$ cat config.mk
export PLATFORM = sky130hd
export DESIGN_NAME = reg_update_window
export DESIGN_NICKNAME = d
export VERILOG_FILES = /design/src/rtl/rw_pkg.sv /design/src/rtl/rw_slot.sv /design/src/rtl/rw_ptrs.sv /design/src/rtl/rw_oldest_pick.sv /design/src/rtl/reg_update_window.sv
export SDC_FILE = /design/constraint.sdc
export NUM_CORES = 2
export LEC_CHECK = 0
export BUFFER_PORTS_ARGS = -buffer_cell sky130_fd_sc_hd__buf_2
export CAP_MARGIN = 20
export CELL_PAD_IN_SITES_DETAIL_PLACEMENT = 1
export CELL_PAD_IN_SITES_GLOBAL_PLACEMENT = 1
export CORE_MARGIN = 2
export CORE_UTILIZATION = 48
export CTS_CLUSTER_SIZE = 25
export DETAILED_ROUTE_END_ITERATION = 12
export PLACE_DENSITY = 0.88
export SYNTH_ARGS = -nofsm -noshare
export SYNTH_HDL_FRONTEND = slang
export SYNTH_SLANG_ARGS = --single-unit
$ cat constraint.sdc
create_clock -name clk -period 16.4 [get_ports clk]
set_input_delay 4.92 -clock clk [delete_from_list [all_inputs] [get_ports clk]]
set_output_delay 4.92 -clock clk [all_outputs]
set_load 0.1 [all_outputs]
$ cat src/rtl/rw_pkg.sv
package rw_pkg;

  // Per-slot status flags, one bundle per ring position.
  typedef struct packed {
    logic live;     // slot holds an in-flight instruction
    logic sent;     // already handed to an execution unit
    logic finished; // result has returned
    logic fault;    // result came back with an exception
    logic is_br;    // instruction is a conditional branch
  } slot_flags_t;

  // Age of a ring position measured from the oldest slot (0 = oldest).
  // Ring size is a power of two.
  function automatic int unsigned age_of(int unsigned oldest, int unsigned pos,
                                         int unsigned ring);
    return (pos + ring - oldest) % ring;
  endfunction

endpackage

$ cat src/rtl/rw_slot.sv
module rw_slot
  import rw_pkg::*;
#(
  parameter int TAG_W   = 4,
  parameter int REG_W   = 5,
  parameter int DATA_W  = 32,
  parameter int SLOT_ID = 0
) (
  input  logic              clk,
  input  logic              rst_n,
  input  logic              claim_i,
  input  logic              kill_i,
  input  logic              retire_i,
  input  logic              send_i,
  input  logic [REG_W-1:0]  cl_dest_i,
  input  logic              cl_is_br_i,
  input  logic [TAG_W-1:0]  cl_prod0_i,
  input  logic [TAG_W-1:0]  cl_prod1_i,
  input  logic              cl_rdy0_i,
  input  logic              cl_rdy1_i,
  input  logic              res_ok_i,
  input  logic [TAG_W-1:0]  res_tag_i,
  input  logic [DATA_W-1:0] res_data_i,
  input  logic              res_fault_i,
  output slot_flags_t       flags_o,
  output logic              ops_ready_o,
  output logic [REG_W-1:0]  dest_o,
  output logic [DATA_W-1:0] value_o
);

  localparam logic [TAG_W-1:0] MY_TAG = TAG_W'(SLOT_ID);

  slot_flags_t       flags_q;
  logic              rdy0_q, rdy1_q;
  logic [TAG_W-1:0]  prod0_q, prod1_q;
  logic [REG_W-1:0]  dest_q;
  logic [DATA_W-1:0] value_q;

  // Named internal events for the assertions.
  logic res_hit, wake0, wake1;
  assign res_hit = res_ok_i && (res_tag_i == MY_TAG);
  assign wake0   = res_ok_i && !rdy0_q && (prod0_q == res_tag_i);
  assign wake1   = res_ok_i && !rdy1_q && (prod1_q == res_tag_i);

  always_ff @(posedge clk) begin
    if (!rst_n) begin
      flags_q <= '0;
      rdy0_q  <= 1'b0;
      rdy1_q  <= 1'b0;
      prod0_q <= '0;
      prod1_q <= '0;
      dest_q  <= '0;
      value_q <= '0;
    end else if (kill_i) begin
      flags_q.live <= 1'b0;
    end else if (claim_i) begin
      flags_q.live     <= 1'b1;
      flags_q.sent     <= 1'b0;
      flags_q.finished <= 1'b0;
      flags_q.fault    <= 1'b0;
      flags_q.is_br    <= cl_is_br_i;
      rdy0_q           <= cl_rdy0_i;
      rdy1_q           <= cl_rdy1_i;
      prod0_q          <= cl_prod0_i;
      prod1_q          <= cl_prod1_i;
      dest_q           <= cl_dest_i;
    end else begin
      if (retire_i) flags_q.live <= 1'b0;
      if (send_i)   flags_q.sent <= 1'b1;
      if (res_hit) begin
        flags_q.finished <= 1'b1;
        flags_q.fault    <= res_fault_i;
        value_q          <= res_data_i;
      end
      if (wake0) rdy0_q <= 1'b1;
      if (wake1) rdy1_q <= 1'b1;
    end
  end

  assign flags_o     = flags_q;
  assign ops_ready_o = rdy0_q && rdy1_q;
  assign dest_o      = dest_q;
  assign value_o     = value_q;

  // a slot is only sent while live, unsent and with both operands ready
  p_send_once_r4: assert property (@(posedge clk) disable iff (!rst_n)
    send_i |-> (flags_q.live && !flags_q.sent && rdy0_q && rdy1_q));

  // only a complete slot is retired
  p_retire_finished_r7: assert property (@(posedge clk) disable iff (!rst_n)
    retire_i |-> (flags_q.live && flags_q.finished));

  // a slot is never claimed while it still holds an instruction
  p_claim_free_r2: assert property (@(posedge clk) disable iff (!rst_n)
    claim_i |-> !flags_q.live);

  // a result never lands on a slot that has not been sent
  p_result_after_send_r6: assert property (@(posedge clk) disable iff (!rst_n)
    res_hit |-> (flags_q.sent && !flags_q.finished));

endmodule

$ cat src/rtl/rw_ptrs.sv
module rw_ptrs
  import rw_pkg::*;
#(
  parameter int DEPTH = 16,
  parameter int TAG_W = 4,
  parameter int CNT_W = 5
) (
  input  logic             clk,
  input  logic             rst_n,
  input  logic             claim_i,
  input  logic             retire_i,
  input  logic             squash_i,
  input  logic [TAG_W-1:0] squash_tag_i,
  input  logic             flush_all_i,
  output logic [TAG_W-1:0] oldest_o,
  output logic [TAG_W-1:0] tail_o,
  output logic [CNT_W-1:0] count_o,
  output logic             full_o
);

  logic [TAG_W-1:0] oldest_q, tail_q;
  logic [CNT_W-1:0] count_q;
  logic [TAG_W-1:0] keep_age;

  // Age of the mispredicted branch: it and everything older survive.
  assign keep_age = TAG_W'(age_of(int'(oldest_q), int'(squash_tag_i), DEPTH));

  always_ff @(posedge clk) begin
    if (!rst_n) begin
      oldest_q <= '0;
      tail_q   <= '0;
      count_q  <= '0;
    end else if (flush_all_i) begin
      oldest_q <= oldest_q + TAG_W'(1);
      tail_q   <= oldest_q + TAG_W'(1);
      count_q  <= '0;
    end else begin
      oldest_q <= oldest_q + TAG_W'(retire_i);
      if (squash_i) begin
        tail_q  <= squash_tag_i + TAG_W'(1);
        count_q <= CNT_W'(keep_age) + CNT_W'(1) - CNT_W'(retire_i);
      end else begin
        tail_q  <= tail_q + TAG_W'(claim_i);
        count_q <= count_q + CNT_W'(claim_i) - CNT_W'(retire_i);
      end
    end
  end

  assign oldest_o = oldest_q;
  assign tail_o   = tail_q;
  assign count_o  = count_q;
  assign full_o   = (count_q == CNT_W'(DEPTH));

  // never claim a slot in a full ring
  p_no_overflow_r3: assert property (@(posedge clk) disable iff (!rst_n)
    claim_i |-> !full_o);

  // pointers meet exactly when the ring is empty or full
  p_ptr_meet_r2: assert property (@(posedge clk) disable iff (!rst_n)
    (oldest_q == tail_q) == ((count_q == '0) || (count_q == CNT_W'(DEPTH))));

  // a delivered fault leaves an empty ring behind
  p_fault_empties_r10: assert property (@(posedge clk) disable iff (!rst_n)
    flush_all_i |=> (count_q == '0));

endmodule

$ cat src/rtl/rw_oldest_pick.sv
module rw_oldest_pick #(
  parameter int DEPTH = 16,
  parameter int TAG_W = 4
) (
  input  logic [DEPTH-1:0] req_i,
  input  logic [TAG_W-1:0] oldest_i,
  output logic             found_o,
  output logic [TAG_W-1:0] sel_o
);

  // Scan from the oldest slot forward and take the first request.
  always_comb begin
    found_o = 1'b0;
    sel_o   = oldest_i;
    for (int k = 0; k < DEPTH; k++) begin
      if (!found_o && req_i[oldest_i + TAG_W'(k)]) begin
        found_o = 1'b1;
        sel_o   = oldest_i + TAG_W'(k);
      end
    end
  end

endmodule

$ cat src/rtl/reg_update_window.sv
module reg_update_window
  import rw_pkg::*;
#(
  parameter int DEPTH  = 16,
  parameter int REG_W  = 5,
  parameter int DATA_W = 32,
  localparam int TAG_W = $clog2(DEPTH),
  localparam int CNT_W = $clog2(DEPTH + 1)
) (
  input  logic              clk,
  input  logic              rst_n,
  input  logic              dec_valid,
  input  logic [REG_W-1:0]  dec_dest,
  input  logic              dec_src0_wait,
  input  logic [TAG_W-1:0]  dec_src0_tag,
  input  logic              dec_src1_wait,
  input  logic [TAG_W-1:0]  dec_src1_tag,
  input  logic              dec_is_branch,
  output logic              dec_ready,
  output logic [TAG_W-1:0]  dec_tag,
  output logic              iss_valid,
  output logic [TAG_W-1:0]  iss_tag,
  input  logic              wb_valid,
  input  logic [TAG_W-1:0]  wb_tag,
  input  logic [DATA_W-1:0] wb_data,
  input  logic              wb_exc,
  input  logic              wb_mispredict,
  output logic              redirect_valid,
  output logic [TAG_W-1:0]  redirect_tag,
  output logic              cmt_valid,
  output logic [TAG_W-1:0]  cmt_tag,
  output logic [REG_W-1:0]  cmt_dest,
  output logic [DATA_W-1:0] cmt_data,
  output logic              exc_valid,
  output logic [TAG_W-1:0]  exc_tag
);

  slot_flags_t       flags [DEPTH];
  logic [DEPTH-1:0]  ops_ready;
  logic [REG_W-1:0]  slot_dest  [DEPTH];
  logic [DATA_W-1:0] slot_value [DEPTH];

  logic [TAG_W-1:0] oldest, tail;
  logic [CNT_W-1:0] count;
  logic             full;

  // Named events shared by the slots, the pointers and the assertions.
  logic             res_ok, head_done, squash, claim;
  logic             rdy0_now, rdy1_now;
  logic [DEPTH-1:0] younger, pick_req;
  logic             pick_found;
  logic [TAG_W-1:0] pick_sel;

  assign res_ok    = wb_valid && flags[wb_tag].live && flags[wb_tag].sent &&
                     !flags[wb_tag].finished;
  assign head_done = flags[oldest].live && flags[oldest].finished;
  assign exc_valid = head_done && flags[oldest].fault;
  assign cmt_valid = head_done && !flags[oldest].fault;
  assign squash    = res_ok && wb_mispredict && flags[wb_tag].is_br && !exc_valid;

  assign dec_ready = !full && !squash && !exc_valid;
  assign dec_tag   = tail;
  assign claim     = dec_valid && dec_ready;

  // Source readiness at decode, including a result returning this cycle.
  assign rdy0_now = !dec_src0_wait || !flags[dec_src0_tag].live ||
                    flags[dec_src0_tag].finished || (res_ok && wb_tag == dec_src0_tag);
  assign rdy1_now = !dec_src1_wait || !flags[dec_src1_tag].live ||
                    flags[dec_src1_tag].finished || (res_ok && wb_tag == dec_src1_tag);

  rw_ptrs #(.DEPTH(DEPTH), .TAG_W(TAG_W), .CNT_W(CNT_W)) u_ptrs (
    .clk         (clk),
    .rst_n       (rst_n),
    .claim_i     (claim),
    .retire_i    (head_done),
    .squash_i    (squash),
    .squash_tag_i(wb_tag),
    .flush_all_i (exc_valid),
    .oldest_o    (oldest),
    .tail_o      (tail),
    .count_o     (count),
    .full_o      (full)
  );

  for (genvar g = 0; g < DEPTH; g++) begin : g_slot
    assign younger[g]  = squash &&
                         (age_of(int'(oldest), g, DEPTH) > age_of(int'(oldest), int'(wb_tag), DEPTH));
    assign pick_req[g] = flags[g].live && !flags[g].sent && ops_ready[g] &&
                         !younger[g] && !exc_valid;

    rw_slot #(.TAG_W(TAG_W), .REG_W(REG_W), .DATA_W(DATA_W), .SLOT_ID(g)) u_slot (
      .clk        (clk),
      .rst_n      (rst_n),
      .claim_i    (claim && (tail == TAG_W'(g))),
      .kill_i     (exc_valid || younger[g]),
      .retire_i   (head_done && (oldest == TAG_W'(g))),
      .send_i     (iss_valid && (iss_tag == TAG_W'(g))),
      .cl_dest_i  (dec_dest),
      .cl_is_br_i (dec_is_branch),
      .cl_prod0_i (dec_src0_tag),
      .cl_prod1_i (dec_src1_tag),
      .cl_rdy0_i  (rdy0_now),
      .cl_rdy1_i  (rdy1_now),
      .res_ok_i   (res_ok),
      .res_tag_i  (wb_tag),
      .res_data_i (wb_data),
      .res_fault_i(wb_exc),
      .flags_o    (flags[g]),
      .ops_ready_o(ops_ready[g]),
      .dest_o     (slot_dest[g]),
      .value_o    (slot_value[g])
    );
  end

  rw_oldest_pick #(.DEPTH(DEPTH), .TAG_W(TAG_W)) u_pick (
    .req_i   (pick_req),
    .oldest_i(oldest),
    .found_o (pick_found),
    .sel_o   (pick_sel)
  );

  assign iss_valid      = pick_found;
  assign iss_tag        = pick_sel;
  assign redirect_valid = squash;
  assign redirect_tag   = wb_tag;
  assign cmt_tag        = oldest;
  assign cmt_dest       = slot_dest[oldest];
  assign cmt_data       = slot_value[oldest];
  assign exc_tag        = oldest;

  // decode is refused in a squash cycle
  p_squash_blocks_decode_r9: assert property (@(posedge clk) disable iff (!rst_n)
    redirect_valid |-> !dec_ready);

  // fault delivery writes no register and issues nothing
  p_fault_quiet_r10: assert property (@(posedge clk) disable iff (!rst_n)
    exc_valid |-> (!cmt_valid && !iss_valid));

  // after a fault the ring is open and has nothing to retire
  p_fault_then_idle_r10: assert property (@(posedge clk) disable iff (!rst_n)
    exc_valid |=> (dec_ready && !cmt_valid && !exc_valid && !iss_valid));

  // the slot picked for issue is never one being squashed
  p_no_issue_squashed_r9: assert property (@(posedge clk) disable iff (!rst_n)
    iss_valid |-> !younger[iss_tag]);

  // retirement takes the oldest slot, which then moves on by one
  p_retire_advances_r7: assert property (@(posedge clk) disable iff (!rst_n)
    cmt_valid |=> (cmt_tag == $past(cmt_tag) + TAG_W'(1)));

endmodule

==> flow_summary.toml <==
[run_status]
status = "finished clean"

[die]
dieHeight_um = 305
dieArea_um2 = 92800
die_w_um = 305
fp.coreArea_um2 = 89900
rows = 110
initial_core_util = 0.483
io_pins = 120

[grt]
grt_pass1_wl_mm = 258
antenna_found_initial = 9
grtUsageMet3 = 0.0666
top_usage_layer = "met2"
grtUsageTotal = 0.359
grtUsageMet1 = 0.425
grt_use_met2 = 0.599
grt_start_max_net_pins = 143
grt_pass1_vias = 43000
overflow = 0

[cells_and_area]
fillers = 10400
fin_area_um2 = 47900
layout-drive-gt1-share = 0.132
num-nets-final = 5026
area_growth_pct = 10.4
final_common_cell = "nand2_1"
final_cell_mix = "1653 x nand2_1, 842 x dfxtp_1, 749 x a21boi_0, 206 x mux4_2, 141 x nor2_1"

[clocking]
post-cts-setup-buffers = 0
clk-insertion-delay-late_ns = 0.70
h-tree-depth = 3
holdBufCountCts = 0
path_clk_slew_ns = 0.06
cts_resized = 0
numCtsBuffers = 92
cts_tree = "yes"
clk_root_buffer_cell = "clkbuf_16"
cts_sinks = 845
clock_path_buffers = 3

[logic_synthesis]
synthCells = 5072
synth_cell_type_count = 107
synth_nets = 5181
synth_top_area_share = 0.390
syn_area_um2 = 43400
synthArstFlopShare = 0
synth_warnings = 0
synth.avg_cell_area_um2 = 8.56
synth_ff_type = "dfxtp_1"
synth_seq_cells = 845
synth-edff-count = 0
yosys-top-cells-area = "dfxtp_1 39%, nand2_1 14%, a21boi_0 13%, mux4_2 11%, clkbuf_1 2.6%"
yosysTopAreaCell = "dfxtp_1"
seq_area_frac_synth = 0.390

[min_path]
holdCritPathClass = "reg2reg"

[timing]
setup_tns_ns = 0
slew_violations = 0
rsz0062_at_grt = "false"
hold_violations = 0
fin_crit_ns = 16.07
clock_skew_ns = 0.0582
fin_crit_sh = 0.980
worst_slew_pin_slew_ns = 1.23
finalSetupViolCount = 0
relSlewSlack = 0.182
timing.hold.ws_ns = 0.464
fmax_mhz = 62.2

[routing]
firstDrtPassIters = 7
num_vias = 40000
viasPerCell = 6.48
dr.first_iter.drc_count = 4188
drc = 0
post_drt_wl_per_cell_um = 27.7
wl_mm = 171
ant_nets = 0

[placed_design]
routabilityCongestion = 1.02
hpwl_mm = 99.3
io_buffer_count = 119
place_area_um2 = 44500

[worst_setup_path]
arrival_ns = 11.15
critPathCaptureType = "primary output"
cp_data_required_time_ns = 11.48
crit_top_cell = "inv_1"
critPathSlowestCell = "o21ai_1"
crit_fanout = 9
crit_type = "in2out"
start_kind = "input port"
crit_path_max_incr_delay_ns = 0.69
path_cells = "buf_2 -> inv_1 -> ha_1 -> inv_1 -> fa_1 -> xor2_1 -> inv_1 -> ha_1 -> o21ai_0 -> a32oi_1 -> maj3_1 -> mux2_2 -> a21boi_1 -> a211oi_1 -> mux2_2 -> o21ai_1 -> nor3_1 -> o31a_1 -> o311ai_1 -> a21oi_4 -> inv_4 -> buf_12"

[pwr]
power_density_nw_per_um2 = 98.3
p_leak_nw = 16.5
vdd_ir_drop_max_uv = 92.0

[job]
maxCapViolCount = 0
state kept, by name, indices dropped and copies added, names as in the netlist, 5 cells and up:
register and cells:
g_slot.u_slot.dest_o 80, g_slot.u_slot.value_o 512, g_slot.u_slot.rdy0_q 16, g_slot.u_slot.rdy1_q 16, u_ptrs.count_o 5, g_slot.u_slot.prod0_q 64
g_slot.u_slot.flags_o 80, g_slot.u_slot.prod1_q 64
routing by layer:
layer | vias to the layer above | wire [µm]
met2 | 2165 | 80300
met5 | - | 48
li1 | 17000 | -
met4 | 8 | 11700
met3 | 713 | 14900
met1 | 20100 | 64000
path summary, 6_finish.rpt:
path	start	endpoint	slack, ns	cells past startpoint
min	g_slot[14].u_slot.value_o[6]	g_slot[14].u_slot.value_o[6]	0.46	2
min reg2reg	g_slot[14].u_slot.value_o[6]	g_slot[14].u_slot.value_o[6]	0.46	2
max	wb_tag[0]	iss_tag[1]	0.33	22
max reg2reg	u_ptrs.oldest_o[0]	g_slot[15].u_slot.flags_o[3]	8.24	20
kinds of logic after synthesis:
family          Yosys count  synth area share
fa+ha+maj                59            0.0169
simple gates           2157             0.208
flops                   845             0.390
mux                     257             0.119
xor+xnor                170            0.0346
buf+inv                 511            0.0465
compound gates         1073             0.185
stage by stage:
| stage | cells | power, W | utilization | setup slack (ns) |
|---|---|---|---|---|
| 5_1_grt | 6172 | 0.00483 | 0.533 | 0.0551 |
| 6_report | 6176 | 0.00471 | 0.533 | 0.329 |
| 2_1_floorplan | 5072 | 0.00238 | - | 1.40 |
| 4_1_cts | 6167 | 0.00471 | 0.532 | 0.492 |
| 3_5_place_dp | 5995 | 0.00248 | 0.495 | 0.502 |
| 3_3_place_gp | 5994 | 0.00247 | 0.495 | 0.577 |
worst max-delay path: cells and delay by family:
kind / cells / cell delay [ns]
xor gates and xnor gates: 1 / 0.22
and+or+nand+nor: 1 / 0.12
buffers and inverters: 6 / 1.13
adders and majority gates: 4 / 1.46
AOI/OAI and AO/OA: 8 / 2.60
muxes: 2 / 0.65
synth_stat cells (8+ instances only):
library cell and n:
mux4_2 206, a31oi_1 19, nand4_1 20, buf_1 134
maj3_1 8, a211oi_1 13, nand2_1 1667, o211ai_1 17
nand3_1 55, nand4b_1 10, a22oi_1 17, nand2b_1 17
nor2_1 145, nor2b_1 27, a21boi_0 749, xnor2_1 49
clkbuf_1 297, ha_1 49, buf_2 8, nor3_1 40
buf_4 15, and3_1 52, mux2i_1 44, dfxtp_1 845
xor2_1 120, a21oi_1 80, inv_1 44, nor4_1 39
o21ai_0 24, and2_1 29, a32o_1 11
report_power, final:
part,internal [W],switching [W]
Clock,0.00133,0.000940
Combinational,0.000110,0.000238
Sequential,0.00207,0.0000209
Total,0.00351,0.00120
area by class of cell:
type	instances	area (µm²)	share of cell area
clock inverters	39	548	0.0114
multi-input cells	3716	24600	0.513
repair buffers	209	1410	0.0294
well taps	1176	1470	0.0307
inverters	53	204	0.00426
clock buffers	133	2770	0.0578
flip-flops and latches	845	16900	0.353
diodes	5	12.5	0.000261
Power figures use the tool's default switching activity.
